## src/rtl/gpq_pkg.sv

```systemverilog
package gpq_pkg;
    typedef enum logic [1:0] {
        QM_SYNC     = 2'd0,
        QM_THREE    = 2'd1,
        QM_SIX      = 2'd2,
        QM_SYNC_ALT = 2'd3
    } qmode_e;

    localparam int ADDR_MODE   = 0;
    localparam int ADDR_PERIOD = 1;
    localparam int ADDR_CHAN0  = 2;

    // agreement count needed by a mode, 0 = pass straight through
    function automatic logic [2:0] need_of(qmode_e m);
        case (m)
            QM_THREE: need_of = 3'd3;
            QM_SIX:   need_of = 3'd6;
            default:  need_of = 3'd0;
        endcase
    endfunction
endpackage

```

## src/rtl/gpq_tick.sv

```systemverilog
module gpq_tick #(
    parameter int PERW = 8
) (
    input  logic            clk,
    input  logic            rst_n,
    input  logic [PERW-1:0] per,
    output logic            tick
);
    localparam int CW = PERW + 1;

    logic [CW-1:0] cnt_q, cnt_d;
    logic [CW-1:0] lim;

    always_comb begin
        lim   = (per == '0) ? '0 : ({per, 1'b0} - CW'(1));
        tick  = (cnt_q >= lim);
        cnt_d = tick ? '0 : cnt_q + CW'(1);
    end

    always_ff @(posedge clk or negedge rst_n) begin
        if (!rst_n) cnt_q <= '0;
        else        cnt_q <= cnt_d;
    end
endmodule

```

## src/rtl/gpq_filter.sv

```systemverilog
module gpq_filter
    import gpq_pkg::*;
(
    input  logic       clk,
    input  logic       rst_n,
    input  logic       pin,
    input  logic [1:0] mode,
    input  logic       tick,
    output logic       q
);
    typedef struct packed {
        logic [1:0] sy;
        logic       last;
        logic [2:0] run;
        logic       q;
    } fstate_t;

    fstate_t r_q, r_d;
    logic       s;
    logic [2:0] need;
    logic [2:0] run_n;

    always_comb begin
        r_d    = r_q;
        r_d.sy = {r_q.sy[0], pin};
        s      = r_q.sy[1];
        need   = need_of(qmode_e'(mode));
        run_n  = r_q.run;
        if (need == 3'd0) begin
            r_d.q = s;
        end else if (tick) begin
            if (s == r_q.last) run_n = (r_q.run == 3'd7) ? 3'd7 : r_q.run + 3'd1;
            else               run_n = 3'd1;
            r_d.run  = run_n;
            r_d.last = s;
            if (run_n >= need) r_d.q = s;
        end
    end

    always_ff @(posedge clk or negedge rst_n) begin
        if (!rst_n) r_q <= '0;
        else        r_q <= r_d;
    end

    assign q = r_q.q;
endmodule

```

## src/rtl/gpq_chan.sv

```systemverilog
module gpq_chan #(
    parameter int NPIN = 16,
    parameter int SELW = 5
) (
    input  logic            clk,
    input  logic            rst_n,
    input  logic [NPIN-1:0] qual,
    input  logic [SELW-1:0] src,
    input  logic            pol,
    input  logic            en,
    output logic            irq
);
    localparam int IDXW = $clog2(NPIN);

    typedef struct packed {
        logic            prev;
        logic [SELW-1:0] lsrc;
        logic            irq;
    } cstate_t;

    cstate_t c_q, c_d;
    logic lvl, edge_seen;

    always_comb begin
        lvl       = (32'(src) < NPIN) ? qual[src[IDXW-1:0]] : 1'b0;
        edge_seen = pol ? (lvl & ~c_q.prev) : (~lvl & c_q.prev);
        c_d.irq   = en && (c_q.lsrc == src) && edge_seen;
        c_d.prev  = lvl;
        c_d.lsrc  = src;
    end

    always_ff @(posedge clk or negedge rst_n) begin
        if (!rst_n) c_q <= '0;
        else        c_q <= c_d;
    end

    assign irq = c_q.irq;
endmodule

```

## src/rtl/gpio_qual_irq.sv

```systemverilog
module gpio_qual_irq
    import gpq_pkg::*;
#(
    parameter int NPIN = 16,
    parameter int GRP  = 8,
    parameter int NCH  = 2,
    parameter int PERW = 8,
    parameter int SELW = 5,
    parameter int AW   = 3,
    parameter int DW   = 32
) (
    input  logic            clk,
    input  logic            rst_n,
    input  logic [NPIN-1:0] pin_in,
    input  logic            wr_en,
    input  logic [AW-1:0]   wr_addr,
    input  logic [DW-1:0]   wr_data,
    output logic [NPIN-1:0] qual_data,
    output logic [NCH-1:0]  irq
);
    localparam int NGRP = NPIN / GRP;
    localparam int QSW  = 2 * NPIN;
    localparam int PSW  = NGRP * PERW;
    localparam int CHW  = SELW + 2;

    typedef struct packed {
        logic [QSW-1:0]     qsel;
        logic [PSW-1:0]     per;
        logic [NCH*CHW-1:0] chan;
    } cfg_t;

    cfg_t cfg_q, cfg_d;

    logic [QSW-1:0]      qsel_w;
    logic [NGRP-1:0]     tick_w;
    logic [NCH*SELW-1:0] chan_src_w;
    logic [NCH-1:0]      chan_pol_w;
    logic [NCH-1:0]      chan_en_w;

    always_comb begin
        cfg_d = cfg_q;
        if (wr_en) begin
            if (wr_addr == AW'(ADDR_MODE))   cfg_d.qsel = wr_data[QSW-1:0];
            if (wr_addr == AW'(ADDR_PERIOD)) cfg_d.per  = wr_data[PSW-1:0];
            for (int c = 0; c < NCH; c++) begin
                if (wr_addr == AW'(ADDR_CHAN0 + c)) cfg_d.chan[c*CHW +: CHW] = wr_data[CHW-1:0];
            end
        end
    end

    always_ff @(posedge clk or negedge rst_n) begin
        if (!rst_n) cfg_q <= '0;
        else        cfg_q <= cfg_d;
    end

    assign qsel_w = cfg_q.qsel;

    for (genvar g = 0; g < NGRP; g++) begin : g_tick
        gpq_tick #(.PERW(PERW)) u_tick (
            .clk  (clk),
            .rst_n(rst_n),
            .per  (cfg_q.per[g*PERW +: PERW]),
            .tick (tick_w[g])
        );
    end

    for (genvar i = 0; i < NPIN; i++) begin : g_pin
        gpq_filter u_filt (
            .clk  (clk),
            .rst_n(rst_n),
            .pin  (pin_in[i]),
            .mode (qsel_w[2*i +: 2]),
            .tick (tick_w[i / GRP]),
            .q    (qual_data[i])
        );
    end

    for (genvar c = 0; c < NCH; c++) begin : g_chan
        assign chan_src_w[c*SELW +: SELW] = cfg_q.chan[c*CHW +: SELW];
        assign chan_pol_w[c]              = cfg_q.chan[c*CHW + SELW];
        assign chan_en_w[c]               = cfg_q.chan[c*CHW + SELW + 1];

        gpq_chan #(.NPIN(NPIN), .SELW(SELW)) u_chan (
            .clk  (clk),
            .rst_n(rst_n),
            .qual (qual_data),
            .src  (chan_src_w[c*SELW +: SELW]),
            .pol  (chan_pol_w[c]),
            .en   (chan_en_w[c]),
            .irq  (irq[c])
        );
    end
endmodule

```

## config.mk

```make
export PLATFORM = sky130hd
export DESIGN_NAME = gpio_qual_irq
export DESIGN_NICKNAME = d
export VERILOG_FILES = /design/src/rtl/gpq_pkg.sv /design/src/rtl/gpq_tick.sv /design/src/rtl/gpq_filter.sv /design/src/rtl/gpq_chan.sv /design/src/rtl/gpio_qual_irq.sv
export SDC_FILE = /design/constraint.sdc
export NUM_CORES = 1
export LEC_CHECK = 0
export BUFFER_PORTS_ARGS = -buffer_cell sky130_fd_sc_hd__buf_2
export CAP_MARGIN = 20
export CORE_MARGIN = 5
export CORE_UTILIZATION = 57
export CTS_BUF_LIST = sky130_fd_sc_hd__clkbuf_4 sky130_fd_sc_hd__clkbuf_8
export DETAILED_ROUTE_END_ITERATION = 10
export PLACE_DENSITY = 0.87
export SYNTH_ARGS = -nofsm -noshare
export SYNTH_HDL_FRONTEND = slang
export SYNTH_HIERARCHICAL = 1
export SYNTH_SLANG_ARGS = --single-unit
```

## constraint.sdc

```tcl
create_clock -name clk -period 3.5 [get_ports clk]
set_input_delay 0.35 -clock clk [delete_from_list [all_inputs] [get_ports clk]]
set_output_delay 0.35 -clock clk [all_outputs]
set_load 0.02 [all_outputs]
```

# Word level (Yosys, flattened, before mapping)
# Index checks and enable logic that the tools add are counted.
# totals
reg_bits	206
inputBits	54
output_inout_bits	18
word_cells	442
# classes
add_sub_neg	20
order_cmp	22
eq_ne	69
muxes	140
n_bitwise	24
reduce_logical	91
# op_table
cell	n
2-to-1 mux 3 bit	64
case mux 3 bit (2 select lines)	16
AND reduction 2 bit	36
nonzero test 2 bit	32
2-to-1 mux 1 bit	54
logical NOT 3 bit	17
adder 3 x 1 -> 3 bit (second input constant)	16
== test 3 bit (second input constant)	16
>= comparator 3 bit	16
2-to-1 mux 9 bit	4
== test 2 x 1 -> 1 bit (second input constant)	16
== test 2 bit (second input constant)	16
inverter 1 bit	20
adder 9 x 1 -> 9 bit (second input constant)	2
>= comparator 9 bit	2
subtractor 9 x 1 -> 9 bit (second input constant)	2
== test 1 bit	16
logical NOT 8 bit	2
== test 5 bit	2
< comparator 4 x 5 -> 1 bit (second input constant)	2
< comparator 5 bit (second input constant)	2
binary-select mux 1 bit (select 4 bit)	2
== test 3 x 2 -> 1 bit (second input constant)	2
AND 1 bit	4
other kinds (2)	5

# Longest topological paths before layout
# Gate-level depths: netlist of run 1.
# logic_depth
ltp_word	9
mapped_depth	13
depth_no_buf	13

# Modules after synthesis
# The synthesis of run 1 kept the hierarchy.
# by_module_without_submodules
mod	n_inst	cells_per_inst	area_per_inst_um2	seq_area_each_um2
gpq_filter	16	34	419.2	175.2
gpio_qual_irq	1	134	2359.8	1551.5
gpq_chan	2	35	441.7	175.2
gpq_tick (g_tick[0].u_tick)	1	89	798.3	225.2
gpq_tick (g_tick[1].u_tick)	1	89	790.8	225.2

# Worst setup path before layout of run 1
# Ideal clock, no wire load.
# synth_path
path_type	reg2reg
start	reg cfg_q[25] in the netlist's numbering
end	reg g_pin[10].u_filt.r_q, in the netlist g_pin[10].u_filt/q
arrival_time_ns	3.415
setup_slack_ns	-0.041
stages_incl_launch_ff	13
n_path_buf	1
synth_period_minus_slack_ns	3.541
cell_sequence	dfrtp_1 > or3_1 > or3_1 > or3b_1 > buf_6 > ha_1 > nand2b_1 > a31oi_1 > o21ai_1 > a21o_1 > o21ai_0 > a21oi_2 > mux2_4
# synth_between
elab_chain_cells	5
word_cells_on_any_way	6
# synth_rtl
element	line_no	rtl
from (decl)	gpio_qual_irq.sv:32	cfg_t cfg_q, cfg_d;
from (signal assigned)	gpio_qual_irq.sv:53	else cfg_q <= cfg_d;
subtractor 9 x 1 -> 9 bit or logical NOT 8 bit (tied branches)	gpq_tick.sv:15	lim = (per == '0) ? '0 : ({per, 1'b0} - CW'(1));
2-to-1 mux 9 bit *	gpq_tick.sv:15	
>= comparator 9 bit *	gpq_tick.sv:16	tick = (cnt_q >= lim);
named net tick_w[1]	gpio_qual_irq.sv:35	logic [NGRP-1:0] tick_w;
nonzero test 2 bit (no line) *	--	
AND reduction 2 bit (no line) *	--	
to (signal assigned)	gpq_filter.sv:42	else r_q <= r_d;
to (decl)	gpq_filter.sv:18	fstate_t r_q, r_d;
# Mark *: on every way through the listed nets, which the timed path passes. The rest lies on a longest branch.
# A chain may end at the register's enable or synchronous reset.

# Worst setup path after layout of run 1
# layout_path
start	reg cfg_q[25] in the netlist's numbering
end	reg g_pin[15].u_filt.r_q, in the netlist g_pin[15].u_filt/q
# layout_between
elab_chain_cells	5
word_cells_on_any_way	6
# layout_rtl
element	line_no
subtractor 9 x 1 -> 9 bit or logical NOT 8 bit (tied branches)	gpq_tick.sv:15
2-to-1 mux 9 bit *	gpq_tick.sv:15
>= comparator 9 bit *	gpq_tick.sv:16
named net tick_w[1]	gpio_qual_irq.sv:35
nonzero test 2 bit (no line) *	--
AND reduction 2 bit (no line) *	--
to (signal assigned)	gpq_filter.sv:42
to (decl)	gpq_filter.sv:18
# Marked as above.

==> results.cfg, run 1 <==
[status]
run_status = finished clean

[worst_hold_path]
hold_path_class = in2reg
min_path_cells = 2
hold-path-endpoint = qsel_w[16]
hold_start = wr_data[16]

[clock_network]
clk_transition_reported_paths_ns = 0.06
numCtsBuffers = 37
clock_latency_ns = 0.55
cts_tree = done
cts_max_path_buffers = 3
clock_sinks = 206
clk_root_buffer_cell = sky130_fd_sc_hd__clkbuf_8
htreeDepth = 2

[power_and_ir_drop]
pwr_density_cell_nw_per_um2 = 794.8
p_leak_nw = 6.316
max-vdd-ir-drop_uv = 346.5

[global_route]
initial_antenna_violation_count = 1
maximum_number_of_pins_on_one_net_before_global_route_repair = 105
globalRoute.totalOverflow = 0
track_usage = 0.1919
grt_pass1_vias = 7804
grt_pass1_wl_um = 37360

[setup_path]
path_class = reg2reg
rr_worst_depth = 12
timing.reg2reg.setup_slack_ns = 0.27
endpoint_of_the_worst_register_to_register_path = g_pin[15].u_filt/q
data_arrival_time_of_the_critical_path_ns = 3.65
critPathCaptureType = flop
cp_data_required_time_ns = 3.92
worstReg2RegStart = cfg_q[25]
path_max_fanout = 16
critPathLaunchType = flop

[synth]
syn-instance-count = 926
async_flop_share = 1.000
yosysUniqueCellTypes = 48
synth.cell_area_um2 = 11540
synth_seq_area_share = 0.4468
synth-edff-count = 0
syn-num-nets = 1100
postSynth.topFlopCell = sky130_fd_sc_hd__dfrtp_1
synthesis.area_per_instance_um2 = 12.46
ys_seq_elements = 206
synth_warnings = 6

[final_layout]
post_layout_utilization_of_the_core = 0.6600
post_route_cells_drive_above_1_share = 0.3217
antenna-diode-count = 0
finish.instance_area_um2 = 13270
nNetsFinal = 1235
area_growth_syn_to_layout_pct = 15.00

[timing]
skew_ns = 0.01877
hold_viol = 0
slew_violations = 0
relSlewSlack = 0.4420
fin_crit_ns = 3.229
setup_violations = 0
grt_setup_unrepaired = false
max_slew.worst_pin.slew_ns = 0.8370
max_fclk_ghz = 0.3097
timing.final.crit_share = 0.9226
fin_ws_ns = 0.2710

[place]
dp_hpwl_um = 15740
preCtsSetupSlack_ns = -0.1174
port_buffers = 71
placed_cell_area_um2 = 12310
gp_congestion = 0.8403

[detailed_routing]
met2RoutedLength_um = 11300
dr.pass1.iters = 4
vias = 7362
wl_per_cell_um = 16.16
m1WireLength_um = 9286
avgViaCountPerCell = 5.433
drt-total-wl_um = 21890
maxUsedRoutingLayer = met5
drc = 0
dr.first_iter.drc_count = 218
routed_antenna_nets = 0
route.met3.wl_um = 837

[floorplan]
design.portCount = 72
die_width_um = 152.3
fp.dieH_um = 152.3
core_um2 = 20100
initial_core_util = 0.5739
dieArea_um2 = 23190
placement_rows = 52

[run]
max-cap-violations = 0
-- registers in the layout, indices dropped and copies added (netlist names) --
signal	cells
g_pin.u_filt/r_q	80
qsel_w	32
cfg_q	30
g_tick.u_tick/cnt_q	18
g_pin.u_filt/q	16
g_pin.u_filt/r_d	16
g_chan.u_chan/c_q	12
g_chan.u_chan/irq	2
-- critical path, stage by stage (launching register included) --
cell	delay, ns
sky130_fd_sc_hd__dfrtp_1	0.36
sky130_fd_sc_hd__or3_1	0.38
sky130_fd_sc_hd__or3_1	0.33
sky130_fd_sc_hd__or3b_4	0.44
sky130_fd_sc_hd__nand2b_2	0.08
sky130_fd_sc_hd__ha_1	0.23
sky130_fd_sc_hd__a21o_1	0.15
sky130_fd_sc_hd__a31oi_1	0.17
sky130_fd_sc_hd__o21ai_2	0.10
sky130_fd_sc_hd__a21o_4	0.30
sky130_fd_sc_hd__o21ai_0	0.15
sky130_fd_sc_hd__a21oi_2	0.11
sky130_fd_sc_hd__mux2_4	0.30
-- metrics by stage --
step	setup TNS (ns)	cells	power [mW]	hold slack [ns]
2_1_floorplan	0	926	7.186	0.05441
4_1_cts	0	1354	10.63	0.006546
5_1_grt	0	1355	11.30	0.01200
6_report	0	1355	10.55	0.03216
3_5_place_dp	-0.7505	1274	8.243	0.3347
3_3_place_gp	-0.1866	1274	7.994	0.3325
-- synth_stat cells, types with 17 or more instances --
cell type                    n  area, um^2
sky130_fd_sc_hd__dfrtp_1   206        5155
sky130_fd_sc_hd__ha_1      120        1501
sky130_fd_sc_hd__mux2_2    108        1216
sky130_fd_sc_hd__inv_1      78       292.8
sky130_fd_sc_hd__nand2_1    73       274.0
sky130_fd_sc_hd__xnor2_1    33       289.0
sky130_fd_sc_hd__a21oi_1    22       110.1
sky130_fd_sc_hd__o21ai_1    19       95.09
sky130_fd_sc_hd__a211oi_1   18       135.1
sky130_fd_sc_hd__a21oi_2    18       157.7
sky130_fd_sc_hd__nand2b_4   18       247.7
sky130_fd_sc_hd__nor2_1     17       63.81
sky130_fd_sc_hd__xor2_1     17       148.9
-- timing repair --
item	4_1_cts	5_1_grt
buffers inserted	0	0
hold buffers	17	0
endpoints found under the hold margin	117	0
resized for setup	1	3
endpoints found under the setup margin	8	32
gates cloned	0	0
-- kinds of logic (layout without fill, tap and decap cells) --
family	Yosys count	count (layout)	synth area share
adders and majority gates	120	120	0.1301
DFF	206	206	0.4468
AOI/OAI and AO/OA	140	140	0.1096
buffers and inverters	87	246	0.03329
and+or+nand+nor	184	184	0.09846
muxes	139	139	0.1438
xor gates and xnor gates	50	50	0.03795
-- worst max path at each step --
stage          startpoint                 end  slack (ns)  cells past startpoint
4_1_cts         cfg_q[25]  g_pin[15].u_filt/q        0.09                     11
2_1_floorplan   cfg_q[25]  g_pin[10].u_filt/q        0.08                     12
3_3_place_gp    cfg_q[25]  g_pin[13].u_filt/q       -0.03                     11
3_5_place_dp    cfg_q[25]  g_pin[12].u_filt/q       -0.12                     11
6_report        cfg_q[25]  g_pin[15].u_filt/q        0.27                     12
5_1_grt         cfg_q[25]  g_pin[12].u_filt/q        0.06                     12
-- cells in the final DEF, fill, tap and decap left out, types with 17 or more instances in the layout --
master	Yosys	final
sky130_fd_sc_hd__dlygate4sd3_1	0	17
sky130_fd_sc_hd__buf_2	1	70
sky130_fd_sc_hd__nor2_1	17	17
sky130_fd_sc_hd__a21oi_1	22	22
sky130_fd_sc_hd__o21ai_1	19	18
sky130_fd_sc_hd__nand2b_4	18	18
sky130_fd_sc_hd__xnor2_1	33	33
sky130_fd_sc_hd__inv_1	78	78
sky130_fd_sc_hd__clkbuf_8	0	48
sky130_fd_sc_hd__xor2_1	17	17
sky130_fd_sc_hd__a21oi_2	18	18
sky130_fd_sc_hd__a211oi_1	18	18
sky130_fd_sc_hd__dfrtp_1	206	206
sky130_fd_sc_hd__ha_1	120	120
sky130_fd_sc_hd__mux2_2	108	108
sky130_fd_sc_hd__nand2_1	73	72
-- report_power, final --
group | switching [mW] | internal, mW
registers | 0.661 | 3.06
clock network | 0.979 | 1.31
logic | 2.17 | 2.37
-- routing by layer --
layer,up-vias,global-route usage
met5,-,0
met4,2,0.06764
met3,41,0.03721
met2,114,0.3372
met1,3661,0.2368
li1,3544,-
-- area by class of cell --
cell class / count / area, um^2
Fill cell: 1402 / 6835
Multi-Input combinational cell: 633 / 6031
Sequential cell: 206 / 5155
Clock buffer: 56 / 714.4
Timing Repair Buffer: 105 / 690.7
Tap cell: 270 / 337.8
Inverter: 78 / 292.8
Clock inverter: 7 / 47.55
No activity file was read; power rests on OpenSTA's default activity.
==> run 2, diff against run 1 <==
--- a/config.mk
+++ b/config.mk
@@ -10,9 +10,9 @@
 export CORE_MARGIN = 5
 export CORE_UTILIZATION = 57
 export CTS_BUF_LIST = sky130_fd_sc_hd__clkbuf_4 sky130_fd_sc_hd__clkbuf_8
+export CTS_CLUSTER_DIAMETER = 100
 export DETAILED_ROUTE_END_ITERATION = 10
 export PLACE_DENSITY = 0.87
 export SYNTH_ARGS = -nofsm -noshare
 export SYNTH_HDL_FRONTEND = slang
-export SYNTH_HIERARCHICAL = 1
 export SYNTH_SLANG_ARGS = --single-unit
==> results.cfg, run 2 <==
[synth]
async_flop_share = 1.000
fraction_of_synthesized_area_in_multiplexers = 0.1066
adder_and_majority_cell_fraction_of_the_synthesized_area = 0.1339
synth_seq_area_share = 0.4598
yosys.area.top_type_share = 0.4598
syn-instance-count = 1032
complex_gate_fraction_of_the_synthesized_area = 0.09765
synth-edff-count = 0
postSynth.topFlopCell = sky130_fd_sc_hd__dfrtp_1
synth-xor-area-share = 0.03750
synthesis.area_per_instance_um2 = 10.86
synth_top_family_by_area = adder cells
synth.top_cells.by_count = 206 x sky130_fd_sc_hd__dfrtp_1, 120 x sky130_fd_sc_hd__ha_1, 87 x sky130_fd_sc_hd__inv_1, 77 x sky130_fd_sc_hd__mux2_2, 70 x sky130_fd_sc_hd__nor2_1
yosysUniqueCellTypes = 43
synth.top_cells.by_area = sky130_fd_sc_hd__dfrtp_1 46%, sky130_fd_sc_hd__ha_1 13%, sky130_fd_sc_hd__mux2_2 7.7%
synthDominantAreaCellType = sky130_fd_sc_hd__dfrtp_1
synth_warnings = 0
synth.cell_area_um2 = 11210
ys_seq_elements = 206
synth_most_common_cell = sky130_fd_sc_hd__dfrtp_1
synth_simple_gate_area_frac = 0.1139
syn-num-nets = 1206

[floorplan]
die_width_um = 150.3
dieArea_um2 = 22580
core_um2 = 19400
initial_core_util = 0.5780
fp.dieH_um = 150.3
design.portCount = 72
placement_rows = 51

[setup_path]
worstReg2RegStart = cfg_q[25]
timing.reg2reg.setup_slack_ns = 0.19
critPathCaptureType = flop
cp_data_required_time_ns = 3.91
critPathLaunchType = flop
worstPathCellList = or3_1, nor3_1, nand3b_1, ha_1, nor2b_1, o21ai_0, a41oi_2, buf_4, a21oi_1, mux2_2
rr_worst_depth = 10
timing.critical_path.slowest_stage_cell = sky130_fd_sc_hd__or3_1
path_max_fanout = 24
endpoint_of_the_worst_register_to_register_path = g_pin[10].u_filt.r_q[2]
setup.worst_path.end = g_pin[10].u_filt.r_q[2]
timing.critical_path.max_delay_family = simple AND/OR/NAND/NOR gates
crit_path_start = cfg_q[25]
data_arrival_time_of_the_critical_path_ns = 3.72
path_buf_inv = 1
crit_cells = 10
path_class = reg2reg
slowest_delay_ns = 0.43

[clock_network]
clock_latency_ns = 0.52
cts_tree = done
htreeDepth = 2
cts_max_path_buffers = 3
numCtsBuffers = 36
postCtsSetupRepairBufs = 0
clock_sinks = 206
clk_root_buffer_cell = sky130_fd_sc_hd__clkbuf_8
clk_transition_reported_paths_ns = 0.06

[place]
dp_hpwl_um = 16240
placed_cell_area_um2 = 11800
gp_congestion = 0.8912
port_buffers = 71

[timing]
relSlewSlack = 0.2838
max_slew.worst_pin.slew_ns = 1.073
max_fclk_ghz = 0.3023
setup_total_negative_slack_ns = 0
timing.final.crit_share = 0.9452
fin_crit_ns = 3.308
skew_ns = 0.02327
grt_setup_unrepaired = true
setup_violations = 0
slew_violations = 0
hold_viol = 0

[power_and_ir_drop]
pwr_density_cell_nw_per_um2 = 788.8
switchingPower_mw = 3.743
clkPwrFrac = 0.229
power.share.switching = 0.3715
combinationalPowerShare = 0.399
max-vdd-ir-drop_uv = 489.0
p_leak_nw = 6.173
seqPwrFrac = 0.372
power.internal_mw = 6.332

[final_layout]
nNetsFinal = 1300
layout.cells.most_common_list = 206 x sky130_fd_sc_hd__dfrtp_1, 120 x sky130_fd_sc_hd__ha_1, 87 x sky130_fd_sc_hd__inv_1, 77 x sky130_fd_sc_hd__mux2_2
final_common_cell = sky130_fd_sc_hd__dfrtp_1
post_route_cells_drive_above_1_share = 0.2068
finish.instance_area_um2 = 12770
area_growth_syn_to_layout_pct = 13.92
largest_register_ff_count = 80
registers.top_by_ff_count = g_pin.u_filt.r_q
antenna-diode-count = 0

[detailed_routing]
avgViaCountPerCell = 5.561
drc = 0
dr.first_iter.drc_count = 285
routed_antenna_nets = 0
wl_per_cell_um = 16.24
vias = 7875
drt-total-wl_um = 23000
dr.pass1.iters = 5

[status]
run_status = finished clean

[run]
max-cap-violations = 0

[global_route]
grt_pass1_vias = 8242
globalRoute.totalOverflow = 0
grt_pass1_wl_um = 38990
track_usage = 0.2118
initial_antenna_violation_count = 0
maximum_number_of_pins_on_one_net_before_global_route_repair = 107

[worst_hold_path]
hold_path_class = in2reg
hold_start = wr_data[31]
## run 2: changes by cell type after synthesis, sizes merged, moves of 16 or more
cell     change
o21a        -16
xor2        +22
buf         +16
a2111oi     -16
nand3b      +19
mux2        -49
a21oi       +22
clkbuf      +16
xnor2       -24
nor2        +53
## run 2: power by group through the flow
stage	logic (mW)	registers (mW)	clock network, mW
floorplan	3.22	3.52	0
global placement	3.68	3.72	0
detailed placement	3.93	3.76	0
CTS	4.02	3.74	2.36
global route	4.57	3.84	2.47
finish	4.02	3.75	2.31
## run 2: how the worst min path moves through the flow
stage | endpoint | slack [ns] | cells after the start
finish | qsel_w[31] | 0.03 | 3
global route | qsel_w[29] | 0.01 | 3
CTS | qsel_w[31] | 0.002 | 3
detailed placement | g_pin[1].u_filt.r_q[6] | 0.34 | 0
global placement | g_pin[10].u_filt.r_q[6] | 0.33 | 0
floorplan | cfg_q[0] | 0.05 | 0
## run 2: metal layers
metal / up-vias / GRT usage / routed length [um]
met5: - / 0 / 0
met3: 50 / 0.04545 / 1287
met4: 0 / 0.06679 / 528
li1: 3781 / - / -
met2: 187 / 0.3701 / 11500
met1: 3857 / 0.2636 / 9682
## run 2: per-stage QoR
step                setup slack (ns)  power (mW)  utilization  std cells  hold slack, ns
floorplan                     0.5816       6.742            -       1032         0.05441
global placement              0.3723       7.400       0.6080       1336          0.3323
detailed placement            0.2064       7.691       0.6080       1336          0.3355
CTS                           0.1785       10.12       0.6569       1416        0.002409
global route               -0.009162       10.88       0.6584       1416         0.01176
finish                        0.1917       10.07       0.6584       1416         0.02865
## run 2: tightest hold or removal path, cell delays in order
cell and delay, ns:
sky130_fd_sc_hd__buf_2 0.07, sky130_fd_sc_hd__nand2_1 0.03, sky130_fd_sc_hd__o21ai_0 0.06
## run 2: repair_timing
item / in CTS / in global routing
hold buffers: 17 / 0
endpoints found under the setup margin: 0 / 18
hold endpoints to repair: 120 / 0
gates resized for setup: 0 / 7
## run 2: final cells by class
class | count | area (um^2)
Clock inverter | 5 | 30.03
Inverter | 87 | 326.6
Tap cell | 265 | 331.6
Clock buffer | 58 | 748.2
Sequential cell | 206 | 5155
Timing Repair Buffer | 97 | 639.4
Fill cell | 1390 | 6626
Multi-Input combinational cell | 698 | 5542
## run 2: logic make-up (layout without fill, tap and decap cells)
family	after synthesis	after routing
AO/OA/AOI/OAI	175	175
flip-flops	206	206
buffers and inverters	128	247
AND/OR/NAND/NOR	255	255
multiplexers	100	100
XOR/XNOR	48	48
adder cells (fa/ha/maj)	120	120
==> run 3, diff against run 2 <==
--- a/config.mk
+++ b/config.mk
@@ -7,12 +7,13 @@
 export LEC_CHECK = 0
 export BUFFER_PORTS_ARGS = -buffer_cell sky130_fd_sc_hd__buf_2
 export CAP_MARGIN = 20
+export CORE_ASPECT_RATIO = 1.1
 export CORE_MARGIN = 5
-export CORE_UTILIZATION = 57
-export CTS_BUF_LIST = sky130_fd_sc_hd__clkbuf_4 sky130_fd_sc_hd__clkbuf_8
+export CORE_UTILIZATION = 55
+export CTS_BUF_LIST = sky130_fd_sc_hd__clkbuf_4 sky130_fd_sc_hd__clkbuf_8 sky130_fd_sc_hd__clkbuf_16
 export CTS_CLUSTER_DIAMETER = 100
 export DETAILED_ROUTE_END_ITERATION = 10
-export PLACE_DENSITY = 0.87
+export PLACE_DENSITY = 0.84
 export SYNTH_ARGS = -nofsm -noshare
 export SYNTH_HDL_FRONTEND = slang
 export SYNTH_SLANG_ARGS = --single-unit
==> results.cfg, run 3 (synthesized netlist as in run 2, its figures left out) <==
[floorplan]
placement_rows = 54
design.portCount = 72
core_um2 = 19930
die_width_um = 146.1
dieArea_um2 = 23340
fp.dieH_um = 159.7
initial_core_util = 0.5625

[global_route]
initial_antenna_violation_count = 0
global_route.usage.met1 = 0.2612
top_usage_layer = met2
maximum_number_of_pins_on_one_net_before_global_route_repair = 104
global_route.usage.met3 = 0.03005
grt_pass1_wl_um = 39430
grt_pass1_vias = 8173
track_usage = 0.1992
grt_util_met2 = 0.3418
globalRoute.totalOverflow = 0

[power_and_ir_drop]
power.internal_mw = 6.444
clkPwrFrac = 0.237
combinationalPowerShare = 0.394
max-vdd-ir-drop_uv = 558.3
p_total_mw = 10.13
seqPwrFrac = 0.370
pwr_density_cell_nw_per_um2 = 796.3
power.share.switching = 0.3639
p_leak_nw = 6.155
switchingPower_mw = 3.687

[setup_path]
cp_data_required_time_ns = 3.89
path_class = reg2reg
path_max_fanout = 27
critPathCaptureType = flop
data_arrival_time_of_the_critical_path_ns = 3.70
critPathLaunchType = flop
timing.reg2reg.setup_slack_ns = 0.19

[detailed_routing]
dr.first_iter.drc_count = 462
avgViaCountPerCell = 5.567
vias = 7694
drc = 0
routed_antenna_nets = 0
wl_per_cell_um = 16.46
drt-total-wl_um = 22740
dr.pass1.iters = 5

[worst_hold_path]
hold_path_class = in2reg

[clock_network]
numCtsBuffers = 23
htreeDepth = 1
clock_sinks = 206
cts.repair.resized = 0
clk_transition_reported_paths_ns = 0.06
postCtsHoldBufs = 17
clock_latency_ns = 0.50
postCtsSetupRepairBufs = 0
clk_root_buffer_cell = sky130_fd_sc_hd__clkbuf_16
cts_tree = done
cts_max_path_buffers = 3

[status]
run_status = finished clean

[final_layout]
final_common_cell = sky130_fd_sc_hd__dfrtp_1
fillers = 1482
area_growth_syn_to_layout_pct = 13.47
nNetsFinal = 1289
registers.top_by_ff_count = g_pin.u_filt.r_q
layout.cells.most_common_list = 206 x sky130_fd_sc_hd__dfrtp_1, 120 x sky130_fd_sc_hd__ha_1, 87 x sky130_fd_sc_hd__inv_1, 77 x sky130_fd_sc_hd__mux2_2
post_route_cells_drive_above_1_share = 0.1858
post_layout_utilization_of_the_core = 0.6383
antenna-diode-count = 0
largest_register_ff_count = 80

[timing]
setup_total_negative_slack_ns = 0
slew_violations = 0
fin_crit_ns = 3.313
max_slew.worst_pin.slew_ns = 1.092
timing.final.crit_share = 0.9466
max_fclk_ghz = 0.3018
fin_ws_ns = 0.1868
relSlewSlack = 0.2712
grt_setup_unrepaired = false
worst_hold_slack_ns = 0.05228
setup_violations = 0
hold_viol = 0
skew_ns = 0.006994

[run]
max-cap-violations = 0

[place]
dp_hpwl_um = 16170
port_buffers = 71
gp_congestion = 0.8130
preCtsSetupSlack_ns = 0.2355
run 3: cell count changes in the layout (fill, tap and decap cells not counted), sizes merged:
cell,change
bufinv,+2
clkinvlp,-1
buf,+2
clkinv,+1
clkbuf,-26
inv,+1
run 3: per-stage QoR:
| stage | cells | cell area (um^2) |
|---|---|---|
| final | 1382 | 12720 |
| after global routing | 1382 | 12720 |
| after CTS | 1382 | 12720 |
| after detailed placement | 1325 | 11790 |
| after global placement | 1325 | 11790 |
| after floorplan | 1032 | 11210 |
run 3: power groups by stage:
stage	registers (mW)	clock network (mW)	logic, mW
detailed placement	3.77	0	3.93
global placement	3.72	0	3.70
global route	3.84	2.56	4.56
finish	3.74	2.40	3.99
CTS	3.74	2.45	4.01
floorplan	3.52	0	3.22
run 3: final timing paths:
path                                         start                      end  cells after the start
hold reg to reg            g_pin[12].u_filt.r_d[6]  g_pin[12].u_filt.r_q[6]                      0
setup reg to reg                         cfg_q[22]  g_pin[12].u_filt.r_q[2]                     12
min in group asynchronous                    rst_n   g_pin[2].u_filt.r_q[2]                      2
setup / recovery                         cfg_q[22]  g_pin[12].u_filt.r_q[2]                     12
max in group asynchronous                    rst_n               qsel_w[23]                      3
hold / removal                         wr_data[16]               qsel_w[16]                      3
run 3: per-layer routing:
metal / share of wire / routed length (um) / up-vias
met5: 0 / 0 / -
met4: 0.031 / 697 / 0
met3: 0.045 / 1033 / 53
met2: 0.49 / 11120 / 172
met1: 0.43 / 9887 / 3736
li1: - / - / 3733
run 3: area by class of cell:
cell class	count	area, um^2	area share
Clock buffer	32	661.9	0.05203
Tap cell	252	315.3	0.02478
Timing Repair Buffer	99	654.4	0.05144
Sequential cell	206	5155	0.4052
Clock inverter	8	96.34	0.007573
Inverter	87	326.6	0.02567
Multi-Input combinational cell	698	5513	0.4333
run 3: worst max-delay path: stages, from the launching register on:
cell and delay, ns:
sky130_fd_sc_hd__dfrtp_1 0.39, sky130_fd_sc_hd__inv_1 0.15, sky130_fd_sc_hd__ha_1 0.21, sky130_fd_sc_hd__nand2_1 0.10, sky130_fd_sc_hd__or3_1 0.35, sky130_fd_sc_hd__xnor2_1 0.14, sky130_fd_sc_hd__nand2_1 0.07, sky130_fd_sc_hd__ha_1 0.28
sky130_fd_sc_hd__nand2_1 0.07, sky130_fd_sc_hd__or3_1 0.37, sky130_fd_sc_hd__buf_4 0.23, sky130_fd_sc_hd__a21oi_1 0.41, sky130_fd_sc_hd__mux2_2 0.39
